--- src/rtl/vlen_pkg.sv ---
package vlen_pkg;
  parameter int WORD_W = 16;
  parameter int DATA_W = 32;
  parameter int REG_W  = 4;
  parameter int OPC_W  = 6;
  parameter int MODE_W = 2;
  parameter int EXT_MAX = DATA_W / WORD_W;
  parameter int CNT_W   = $clog2(EXT_MAX + 1);
  parameter int ACC_W   = DATA_W - WORD_W;

  typedef enum logic [MODE_W-1:0] {
    MD_BYTE = 2'b00,
    MD_WORD = 2'b01,
    MD_LONG = 2'b10,
    MD_IMM  = 2'b11
  } mode_e;

  typedef struct packed {
    logic [OPC_W-1:0]  opc;
    logic [MODE_W-1:0] mode;
    logic [REG_W-1:0]  src;
    logic [REG_W-1:0]  dst;
    logic [DATA_W-1:0] imm;
    logic              has_imm;
    logic              sp;
    logic              illegal;
  } dec_t;
endpackage

--- src/rtl/vlen_classify.sv ---
module vlen_classify
  import vlen_pkg::*;
#(
  parameter int GEN_OPS = 32,
  parameter int SP_BASE = 60,
  parameter bit SP_EN   = 1'b1
) (
  input  logic [WORD_W-1:0] word,
  output dec_t              hdr,
  output logic              need_ext,
  output logic              ext_long
);
  logic [OPC_W-1:0]  opc;
  logic [MODE_W-1:0] mode;
  logic              gen_hit;
  logic              sp_hit;
  logic              legal;
  logic              imm_mode;

  assign opc  = word[WORD_W-1 -: OPC_W];
  assign mode = word[WORD_W-OPC_W-1 -: MODE_W];

  assign gen_hit = ({1'b0, opc} < (OPC_W+1)'(GEN_OPS));

  generate
    if (SP_EN) begin : g_sp
      assign sp_hit = ({1'b0, opc} >= (OPC_W+1)'(SP_BASE));
    end else begin : g_nosp
      assign sp_hit = 1'b0;
    end
  endgenerate

  assign legal    = gen_hit | sp_hit;
  assign imm_mode = legal && (mode == MD_IMM);
  assign need_ext = imm_mode;
  assign ext_long = opc[0];

  always_comb begin
    hdr         = '0;
    hdr.opc     = opc;
    hdr.mode    = mode;
    hdr.src     = imm_mode ? '0 : word[2*REG_W-1 -: REG_W];
    hdr.dst     = word[REG_W-1:0];
    hdr.imm     = '0;
    hdr.has_imm = imm_mode;
    hdr.sp      = legal & sp_hit;
    hdr.illegal = ~legal;
  end
endmodule

--- src/rtl/vlen_collect.sv ---
module vlen_collect
  import vlen_pkg::*;
(
  input  logic              clk,
  input  logic              rst,
  input  logic              take,
  input  logic [WORD_W-1:0] word,
  input  dec_t              hdr_in,
  input  logic              need_ext,
  input  logic              ext_long,
  output logic              done,
  output dec_t              result
);
  logic                  busy;
  logic [CNT_W-1:0]      left;
  logic                  long_q;
  dec_t                  hdr_q;
  logic [ACC_W-1:0]      acc;
  logic [ACC_W+WORD_W-1:0] cat;

  assign cat = {acc, word};

  always_ff @(posedge clk) begin
    if (rst) begin
      busy   <= 1'b0;
      left   <= '0;
      long_q <= 1'b0;
      hdr_q  <= '0;
      acc    <= '0;
    end else if (take) begin
      if (!busy) begin
        if (need_ext) begin
          busy   <= 1'b1;
          hdr_q  <= hdr_in;
          long_q <= ext_long;
          left   <= ext_long ? CNT_W'(EXT_MAX) : CNT_W'(1);
          acc    <= '0;
        end
      end else begin
        acc  <= cat[ACC_W-1:0];
        left <= left - CNT_W'(1);
        if (left == CNT_W'(1)) busy <= 1'b0;
      end
    end
  end

  always_comb begin
    done   = 1'b0;
    result = hdr_in;
    if (take) begin
      if (!busy) begin
        done   = ~need_ext;
        result = hdr_in;
      end else if (left == CNT_W'(1)) begin
        done   = 1'b1;
        result = hdr_q;
        result.imm = long_q ? cat[DATA_W-1:0]
                            : {{ACC_W{word[WORD_W-1]}}, word};
      end
    end
  end
endmodule

--- src/rtl/vlen_outreg.sv ---
module vlen_outreg
  import vlen_pkg::*;
(
  input  logic clk,
  input  logic rst,
  input  logic load,
  input  dec_t d,
  input  logic pop,
  output logic valid,
  output dec_t q
);
  always_ff @(posedge clk) begin
    if (rst) begin
      valid <= 1'b0;
      q     <= '0;
    end else if (load) begin
      valid <= 1'b1;
      q     <= d;
    end else if (pop) begin
      valid <= 1'b0;
    end
  end
endmodule

--- src/rtl/vlen_decode.sv ---
module vlen_decode
  import vlen_pkg::*;
(
  input  logic              clk,
  input  logic              rst,
  input  logic              in_valid,
  input  logic [WORD_W-1:0] in_word,
  output logic              in_ready,
  output logic              out_valid,
  input  logic              out_ready,
  output logic [OPC_W-1:0]  out_opcode,
  output logic [MODE_W-1:0] out_mode,
  output logic [REG_W-1:0]  out_src,
  output logic [REG_W-1:0]  out_dst,
  output logic [DATA_W-1:0] out_imm,
  output logic              out_has_imm,
  output logic              out_sp,
  output logic              out_illegal
);
  dec_t hdr;
  dec_t res;
  dec_t q;
  logic need_ext;
  logic ext_long;
  logic take;
  logic done;

  assign in_ready = ~out_valid | out_ready;
  assign take     = in_valid & in_ready;

  vlen_classify u_cls (
    .word     (in_word),
    .hdr      (hdr),
    .need_ext (need_ext),
    .ext_long (ext_long)
  );

  vlen_collect u_col (
    .clk      (clk),
    .rst      (rst),
    .take     (take),
    .word     (in_word),
    .hdr_in   (hdr),
    .need_ext (need_ext),
    .ext_long (ext_long),
    .done     (done),
    .result   (res)
  );

  vlen_outreg u_out (
    .clk   (clk),
    .rst   (rst),
    .load  (done),
    .d     (res),
    .pop   (out_ready),
    .valid (out_valid),
    .q     (q)
  );

  assign out_opcode  = q.opc;
  assign out_mode    = q.mode;
  assign out_src     = q.src;
  assign out_dst     = q.dst;
  assign out_imm     = q.imm;
  assign out_has_imm = q.has_imm;
  assign out_sp      = q.sp;
  assign out_illegal = q.illegal;
endmodule

--- config.mk ---
export PLATFORM = sky130hd
export DESIGN_NAME = vlen_decode
export DESIGN_NICKNAME = d
export VERILOG_FILES = /design/src/rtl/vlen_pkg.sv /design/src/rtl/vlen_classify.sv /design/src/rtl/vlen_collect.sv /design/src/rtl/vlen_outreg.sv /design/src/rtl/vlen_decode.sv
export SDC_FILE = /design/constraint.sdc
export NUM_CORES = 1
export LEC_CHECK = 0
export ABC_AREA = 1
export ABC_CLOCK_PERIOD_IN_PS = 1500
export BUFFER_PORTS_ARGS = -buffer_cell sky130_fd_sc_hd__buf_2
export CAP_MARGIN = 40
export CORE_MARGIN = 2
export CORE_UTILIZATION = 50
export CTS_CLUSTER_SIZE = 12
export DETAILED_ROUTE_END_ITERATION = 16
export PLACE_DENSITY = 0.79
export SETUP_SLACK_MARGIN = 0.05
export SLEW_MARGIN = 20
export SYNTH_ARGS = -nofsm -noshare
export SYNTH_HDL_FRONTEND = slang
export SYNTH_SLANG_ARGS = --single-unit
--- constraint.sdc ---
create_clock -name clk -period 1.5 [get_ports clk]
set_clock_uncertainty 0.05 [all_clocks]
set_input_delay 0.15 -clock clk [delete_from_list [all_inputs] [get_ports clk]]
set_output_delay 0.15 -clock clk [all_outputs]
set_load 0.02 [all_outputs]
Yosys cells after proc, flatten, opt, wreduce, memory -nomap -nowiden
Index checks and enable logic that the tools add are counted.

operators by class
  multiplexer cells = 18
  $lt $le $gt $ge = 2
  add/subtract/negate cells = 1
  bitwise operators = 8
  equality and inequality tests = 2
  reduce and logical (&&, ||, !) cells = 5

operators with widths
  cell                 number
  $mux 51              3
  $mux 16              2
  $mux 32              1
  $mux 1               8
  $ge 6x6->1 const B   1
  $lt 6x6->1 const B   1
  $mux 2               3
  $mux 4               1
  $not 1->1            4
  $reduce_bool 2->1    2
  $reduce_and 3->1     1
  $and 1x1->1          2
  $eq 2x1->1 const B   1
  $eq 2x2->1 const B   1
  $or 1x1->1           2
  $reduce_and 2->1     1
  $sub 2x1->2 const B  1
  $logic_and 1x1->1    1

storage, ports and cells
  bits in registers = 91
  output and inout port bits = 53
  logic and storage cells = 56

Logic depth before layout (Yosys ltp)
Gate-level depths: netlist of the first run.

  depth after elaboration = 7
  mapped depth = 12
  mapped depth without buffers = 10

Modules after synthesis
A second synthesis of the first run with hierarchy kept.

unflattened totals
  cells, all modules = 689
  area, all modules = 4,623.2 um^2

modules (own cells, without submodules)
  module         times used  cells an instance  sequential area each (um^2)  area an instance (um^2)
  vlen_collect   1           395                780.7                        2,341.0
  vlen_outreg    1           225                1,041.0                      1,821.7
  vlen_classify  1           65                 0.0                          440.4
  vlen_decode    1           4                  0.0                          20.0

Least setup slack after synthesis of the first run
Ideal clock, no wire load.

  path type = register -> register
  from = reg u_col.left[1]
  to = reg, netlist name u_out.q[43]
  slack = -0.081 ns
  library setup time = 0.113 ns
  arrival time = 1.419 ns
  cell stages (with the launch flop) = 11
  required time = 1.337 ns
  path through = dfxtp_1 -> inv_1 -> ha_1 -> buf_2 -> nand2_1 -> inv_2 -> nand3_2 -> clkbuf_1 -> o21ai_0 -> nor2_1 -> nor2_1

on the way
  longest elaborated chain between the ends = 4
  elaborated cells on any way between the ends = 7

ends and longest elaborated chain
  element                            RTL line            RTL
  start: declaration                 vlen_collect.sv:15  logic [CNT_W-1:0] left;
  start signal: assignment           vlen_collect.sv:36  left <= ext_long ? CNT_W'(EXT_MAX) : CNT_W'(1);
  start signal: assignment           vlen_collect.sv:41  left <= left - CNT_W'(1);
  $eq 2x1->1 (*)                     vlen_collect.sv:54  end else if (left == CNT_W'(1)) begin
  $mux 51 or $mux 1 (tied branches)  vlen_collect.sv:54
  $mux 51 or $mux 1 (tied branches)  vlen_collect.sv:51  if (!busy) begin
  $mux 51 or $mux 1 (tied branches)  vlen_collect.sv:50  if (take) begin

Mark *: on every way between the ends. The rest lies on a longest branch, timed or not.
A chain may end at the register's enable or synchronous reset.

Worst setup path after layout of the first run
  from = reg u_col.left[1]
  to = reg, netlist name u_out.q[42]

on the way
  longest elaborated chain between the ends = 4
  elaborated cells on any way between the ends = 7

ends and longest elaborated chain
  element                            RTL line
  $eq 2x1->1 (*)                     vlen_collect.sv:54
  $mux 51 or $mux 1 (tied branches)  vlen_collect.sv:54
  $mux 51 or $mux 1 (tied branches)  vlen_collect.sv:51
  $mux 51 or $mux 1 (tied branches)  vlen_collect.sv:50

Marks and branches as above.

==> impl_metrics.json, run 1 <==
{
  "place.gp.congestion": 0.8472,
  "wire_per_inst_um": 14.28,
  "vias": 3810,
  "dpl_cell_area_um2": 4647,
  "drt_iter0_markers": 348,
  "cts.reportedPaths.clkPinSlew_ps": 90,
  "diodes": 0,
  "synth_commonest_cells": "nand2_1 (161), dfxtp_1 (90), nor2_1 (76), nand2_2 (31), inv_1 (29)",
  "grt_max_degree": 55,
  "hpwl_mm": 6.997,
  "worstSetupStartpointType": "register",
  "fmax_ghz": 0.6928,
  "grt_pass1_vias": 3351,
  "end_kind": "register",
  "path_max_fanout": 18,
  "cts_buffer_depth": 2,
  "synthFlopType": "dfxtp_1",
  "h-tree-depth": 3,
  "track_usage_pct": 23.26,
  "ant_nets": 0,
  "netlist.area_leader.share_pct": 44.29,
  "yosysSeqAreaShare_pct": 44.29,
  "rsz0062_at_grt": "yes",
  "fin_area_um2": 5066,
  "maxCapViolCount": 0,
  "switching_share_pct": 28.86,
  "rows": 32,
  "p_seq_share_pct": 50.6,
  "syn_inst": 551,
  "overflow": 0,
  "hold_viol_final": 0,
  "cts_tree": "yes",
  "maxSlewViolCount": 0,
  "dp.cells": 719,
  "core_um2": 7807,
  "yosysWarningCount": 0,
  "finalCriticalPeriod_ps": 1443,
  "synthMuxAreaShare_pct": 0,
  "syn_nets": 572,
  "die_h_um": 94.20,
  "synth_top_family_by_area": "simple AND/OR/NAND/NOR gates",
  "synth-xor-area-share_pct": 0,
  "grt_first_pass_wirelength_mm": 15.96,
  "synth_area_um2": 4068,
  "fin_crit_sh_pct": 96.23,
  "p_switching_mw": 1.446,
  "synth_compound_area_share_pct": 10.95,
  "route.detailed.drc": 0,
  "hold_slack_ps": 41.80,
  "routed_via_density": 5.156,
  "port_buffers": 72,
  "fp.dieW_um": 94.20,
  "power.density_nw_per_um2": 988.7,
  "cts.sinks": 90,
  "root_buffer": "clkbuf_8",
  "layout-drive-gt1-share_pct": 34.69,
  "ys_types": 27,
  "report.final.setup_viol": 0,
  "slowest_delay_ps": 350,
  "finalNetCount": 654,
  "tightest_slew_ps": 702.1,
  "yosysTopAreaCell": "dfxtp_1",
  "crit_type": "reg2reg",
  "synth_edf_count": 0,
  "ys_ff_latch": 90,
  "r2r_end": "u_out.q[42]",
  "ios": 73,
  "crit_path_start": "u_col.left[1]",
  "critPathArrivalTime_ps": 1700,
  "hold_path.class": "in2reg",
  "drt_wl_total_mm": 10.55,
  "areaGrowthSynthToFinish_pct": 24.55,
  "cpMaxStageDelayCell": "dfxtp_2",
  "cts_made_buffers": 9,
  "synthSimpleGateAreaFrac_pct": 36.24,
  "worstReg2RegStart": "u_col.left[1]",
  "post-synth-top-count-cell": "nand2_1",
  "synth_area_leaders": "dfxtp_1 (44%), nand2_1 (15%), nor2_1 (7.0%)",
  "power.clock.fraction_pct": 31.9,
  "r2r_cells": 10,
  "slew_headroom_pct": 53.19,
  "peakVddDrop_mv": 0.5539,
  "antenna_found_initial": 0,
  "internal_power_mw": 3.563,
  "die_area_um2": 8873,
  "fin_util_pct": 64.89,
  "reg2reg_setup_slack_ps": 60,
  "clk_latency_ps": 360,
  "status": "finished clean",
  "endpoint": "u_out.q[42]",
  "dr.pass1.iters": 4,
  "synth_fa_ha_area_share_pct": 0.3076,
  "leakagePower_nw": 2.190,
  "cp.required_ps": 1750,
  "synth_area_per_cell_um2": 7.382,
  "pwr-share-comb_pct": 17.5,
  "instances_no_fill": 739,
  "crit_chain": "inv_2 > ha_4 > nand2_2 > inv_2 > nand3_4 > buf_12 > nand2_2 > nor2_2 > nor2_1 > nor2_1",
  "start_util_pct": 52.10,
  "ys_async_sr_fraction_pct": 0,
  "total_power_mw": 5.009
}
==> critical path, delay by kind of cell (launching register included) <==
kind | cells | cell delay [ps]
adders and majority gates | 1 | 170
buffers and inverters | 3 | 290
DFF | 1 | 350
and+or+nand+nor | 6 | 530
==> registers in the layout, indices dropped and copies added, names as in the netlist <==
name         count
u_col.left       2
u_out.valid      1
u_col.acc       16
u_col.hdr_q     19
u_col.busy       1
u_out.q         51
==> power groups by stage <==
stage	Clock (mW)	Combinational [mW]	Sequential (mW)
after floorplan	0	0.486	2.65
after global placement	0	0.770	2.58
after detailed placement	0	0.783	2.59
after CTS	1.62	0.789	2.53
after global routing	1.71	0.961	2.54
final	1.60	0.878	2.53
==> layout by cell type (no fill, tap or decap), types with 5 or more instances in the layout <==
| cell type | n |
|---|---|
| a21oi_2 | 28 |
| nand3_1 | 27 |
| nor2_1 | 71 |
| inv_1 | 28 |
| clkbuf_8 | 9 |
| nor2_4 | 5 |
| buf_4 | 22 |
| buf_2 | 72 |
| nand4_1 | 18 |
| buf_12 | 5 |
| nand2_2 | 43 |
| nand2_4 | 5 |
| dfxtp_1 | 87 |
| nand3b_1 | 7 |
| nand2_1 | 144 |
| a21oi_1 | 26 |
==> stage by stage <==
| step | TNS, ps | worst slack [ps] |
|---|---|---|
| 6_report | 0 | 56.54 |
| 4_1_cts | 0 | 53.99 |
| 3_5_place_dp | -72.41 | -72.41 |
| 5_1_grt | -15.81 | -14.19 |
| 3_3_place_gp | -2.747 | -2.747 |
| 2_1_floorplan | 0 | 42.73 |
==> area by class of cell <==
class | count | area [µm²]
Sequential cell | 90 | 1805
Timing Repair Buffer | 105 | 734.5
Clock buffer | 11 | 131.4
Multi-Input combinational cell | 393 | 2078
Clock inverter | 4 | 53.80
Tap cell | 102 | 127.6
Inverter | 34 | 135.1
Fill cell | 656 | 2741
==> per-layer routing <==
layer / track usage (%) / vias to the layer above / routed length (µm)
met5: 0 / - / 0
met4: 12.80 / 0 / 340
met3: 4.735 / 25 / 844
met2: 36.13 / 147 / 5037
met1: 30.14 / 1731 / 4329
li1: - / 1907 / -
==> kinds of logic (layout without fill, tap and decap cells) <==
group,count (synthesis),after routing
AO/OA/AOI/OAI,64,64
flip-flops,90,90
adder cells (fa/ha/maj),1,1
AND/OR/NAND/NOR,328,328
buffers and inverters,68,154
==> worst min-delay path by stage <==
stage                     from         endpoint  cells after the start
3_5_place_dp   u_col.hdr_q[42]  u_col.hdr_q[42]                      2
3_3_place_gp   u_col.hdr_q[42]  u_col.hdr_q[42]                      2
5_1_grt             in_word[7]      u_out.q[10]                      3
4_1_cts             in_word[5]     u_col.acc[5]                      3
2_1_floorplan       in_word[0]     u_col.acc[0]                      2
6_report            in_word[4]       u_out.q[7]                      3
==> repair_timing <==
item | CTS | global route
setup endpoints to repair | 32 | 47
gates cloned | 0 | 3
gates resized for setup | 3 | 43
pin swaps | 0 | 20
setup buffers | 1 | 1
hold buffers | 0 | 0
Note: power is estimated with default switching activity, not from simulation.
==> inputs of run 2 (changes only) <==
==> constraint.sdc (replaced) <==
create_clock -name clk -period 1.5 [get_ports clk]
set_clock_uncertainty 0.05 [all_clocks]
set_input_delay 0.225 -clock clk [delete_from_list [all_inputs] [get_ports clk]]
set_output_delay 0.225 -clock clk [all_outputs]
set_load 0.02 [all_outputs]
==> run 2 against run 1 <==
The flow now finishes with violations (negative setup slack). Sequential power is essentially flat. Die area is the same. Utilization grew 2.7 points. Sequential cell count stayed put. First-iteration DRC count fell by 22%. Critical path depth stayed put. Critical endpoint is now u_out.q[17]. Largest cell class unchanged. Largest power group unchanged. Highest routed layer unchanged.
==> impl_metrics.json, run 2 (synthesis results as in run 1) <==
{
  "status": "finished with violations",
  "violations": "negative setup slack",
  "rows": 32,
  "die_area_um2": 8873,
  "reg2reg_setup_slack_ps": -20,
  "antenna_found_initial": 0,
  "ios": 73,
  "cts.sinks": 90,
  "clk_latency_ps": 360,
  "worstReg2RegStart": "u_col.left[1]",
  "track_usage_pct": 24.84,
  "hold_depth": 2,
  "end_kind": "register",
  "dr.pass1.iters": 5,
  "cpMaxStageDelayCell": "dfxtp_2",
  "slew_headroom_pct": 80.97,
  "fin_setup_tns_ps": -32.32,
  "finalNetCount": 665,
  "dp.cells": 725,
  "overflow": 0,
  "root_buffer": "clkbuf_8",
  "r2r_end": "u_out.q[17]",
  "report.final.setup_viol": 4,
  "worstHoldEndpoint": "u_out.q[2]",
  "cp.required_ps": 1700,
  "largest_register_ffs": 51,
  "maxSlewViolCount": 0,
  "tightest_slew_ps": 285.5,
  "setup_slack_ps": -18.65,
  "fin_util_pct": 67.58,
  "slowest_delay_ps": 340,
  "h-tree-depth": 3,
  "layout-drive-gt1-share_pct": 37.90,
  "diodes": 0,
  "port_buffers": 72,
  "power.density_nw_per_um2": 958.9,
  "finalCriticalPeriod_ps": 1519,
  "cts_buffer_depth": 2,
  "wire_per_inst_um": 14.58,
  "areaGrowthSynthToFinish_pct": 29.71,
  "fin_crit_sh_pct": 101.2,
  "hold_viol_final": 0,
  "hpwl_mm": 7.328,
  "worstHoldStart": "rst",
  "path_max_fanout": 6,
  "critPathArrivalTime_ps": 1720,
  "hold_slack_ps": 106.4,
  "grt_first_pass_wirelength_mm": 17.26,
  "total_power_mw": 5.059,
  "drt_iter0_markers": 270,
  "grt_pass1_vias": 3631,
  "rsz0062_at_grt": "yes",
  "leakagePower_nw": 2.301,
  "postCtsHoldBufs": 0,
  "die_h_um": 94.20,
  "drt_wl_total_mm": 10.95,
  "instances_no_fill": 751,
  "place.gp.congestion": 0.8723,
  "layout_common_cells": "nand2_1 (144), dfxtp_1 (87), buf_2 (72), nor2_1 (65), nand2_2 (40)",
  "fp.dieW_um": 94.20,
  "vias": 3896,
  "cts_made_buffers": 9,
  "crit_type": "reg2reg",
  "route.detailed.drc": 0,
  "core_um2": 7807,
  "start_util_pct": 52.10,
  "reg.largest.list": "u_out.q x51, u_col.hdr_q x19, u_col.acc x16",
  "routed_via_density": 5.188,
  "peakVddDrop_mv": 0.6030,
  "cts.reportedPaths.clkPinSlew_ps": 90,
  "cts_tree": "yes",
  "ant_nets": 0,
  "r2r_cells": 10,
  "crit_chain": "inv_2 > ha_4 > buf_6 > nor2_4 > nor2_4 > nand2_8 > buf_6 > clkbuf_16 > nand2_2 > a21oi_2",
  "grt_max_degree": 50,
  "top_register": "u_out.q",
  "maxCapViolCount": 0,
  "fmax_ghz": 0.6585,
  "layout_commonest_cell": "nand2_1",
  "worstSetupStartpointType": "register",
  "hold_path.class": "in2reg"
}
[run 2: worst max-delay path by stage]
stage	startpoint	end	slack (ps)
after floorplan	u_col.left[1]	u_out.q[35]	40
after global placement	u_col.left[1]	u_out.q[43]	-2
after detailed placement	u_col.left[1]	u_out.q[43]	-70
after CTS	u_col.left[1]	u_out.q[49]	-3
after global routing	u_col.left[1]	u_out.q[46]	-80
final	u_col.left[1]	u_out.q[17]	-20
[run 2: cell type report]
cell class / instances / area [µm²]
repair buffers: 116 / 885.9
well taps: 102 / 127.6
multi-input cells: 393 / 2142
flip-flops and latches: 90 / 1805
fillers: 635 / 2531
clock inverters: 6 / 42.54
clock buffers: 10 / 137.6
inverters: 34 / 135.1
[run 2: through the flow]
| step | instance area, µm² | worst slack, ps |
|---|---|---|
| final | 5276 | -18.65 |
| after global routing | 5276 | -76.71 |
| after CTS | 5027 | -3.252 |
| after detailed placement | 4730 | -68.87 |
| after global placement | 4730 | -2.075 |
| after floorplan | 4124 | 42.73 |
[run 2: critical path: cells and delay by family, from the launching register on]
| family | cells | cell delay [ps] |
|---|---|---|
| adder cells (fa/ha/maj) | 1 | 140 |
| buffers and inverters | 4 | 470 |
| AO/OA/AOI/OAI | 1 | 40 |
| flip-flops | 1 | 340 |
| AND/OR/NAND/NOR | 4 | 360 |
[run 2: power breakdown]
group          internal [mW]  switching [mW]  leakage [nW]  total [mW]
sequential              2.48          0.0537         0.732        2.54
clock                  0.647           0.876        0.0882        1.52
combinational          0.391           0.610          1.48        1.00
total                   3.52            1.54          2.30        5.06
[run 2: repair_timing]
action,4_1_cts,5_1_grt
pin swaps,3,15
cloned,2,3
buffers inserted,4,2
resized for setup,14,51
endpoints found under the setup margin,41,55
[run 2: metal layers]
| metal | wire length (µm) | track usage [%] |
|---|---|---|
| met3 | 581 | 4.494 |
| met5 | 0 | 0 |
| met2 | 5233 | 41.90 |
| met1 | 4769 | 31.49 |
| met4 | 365 | 9.541 |
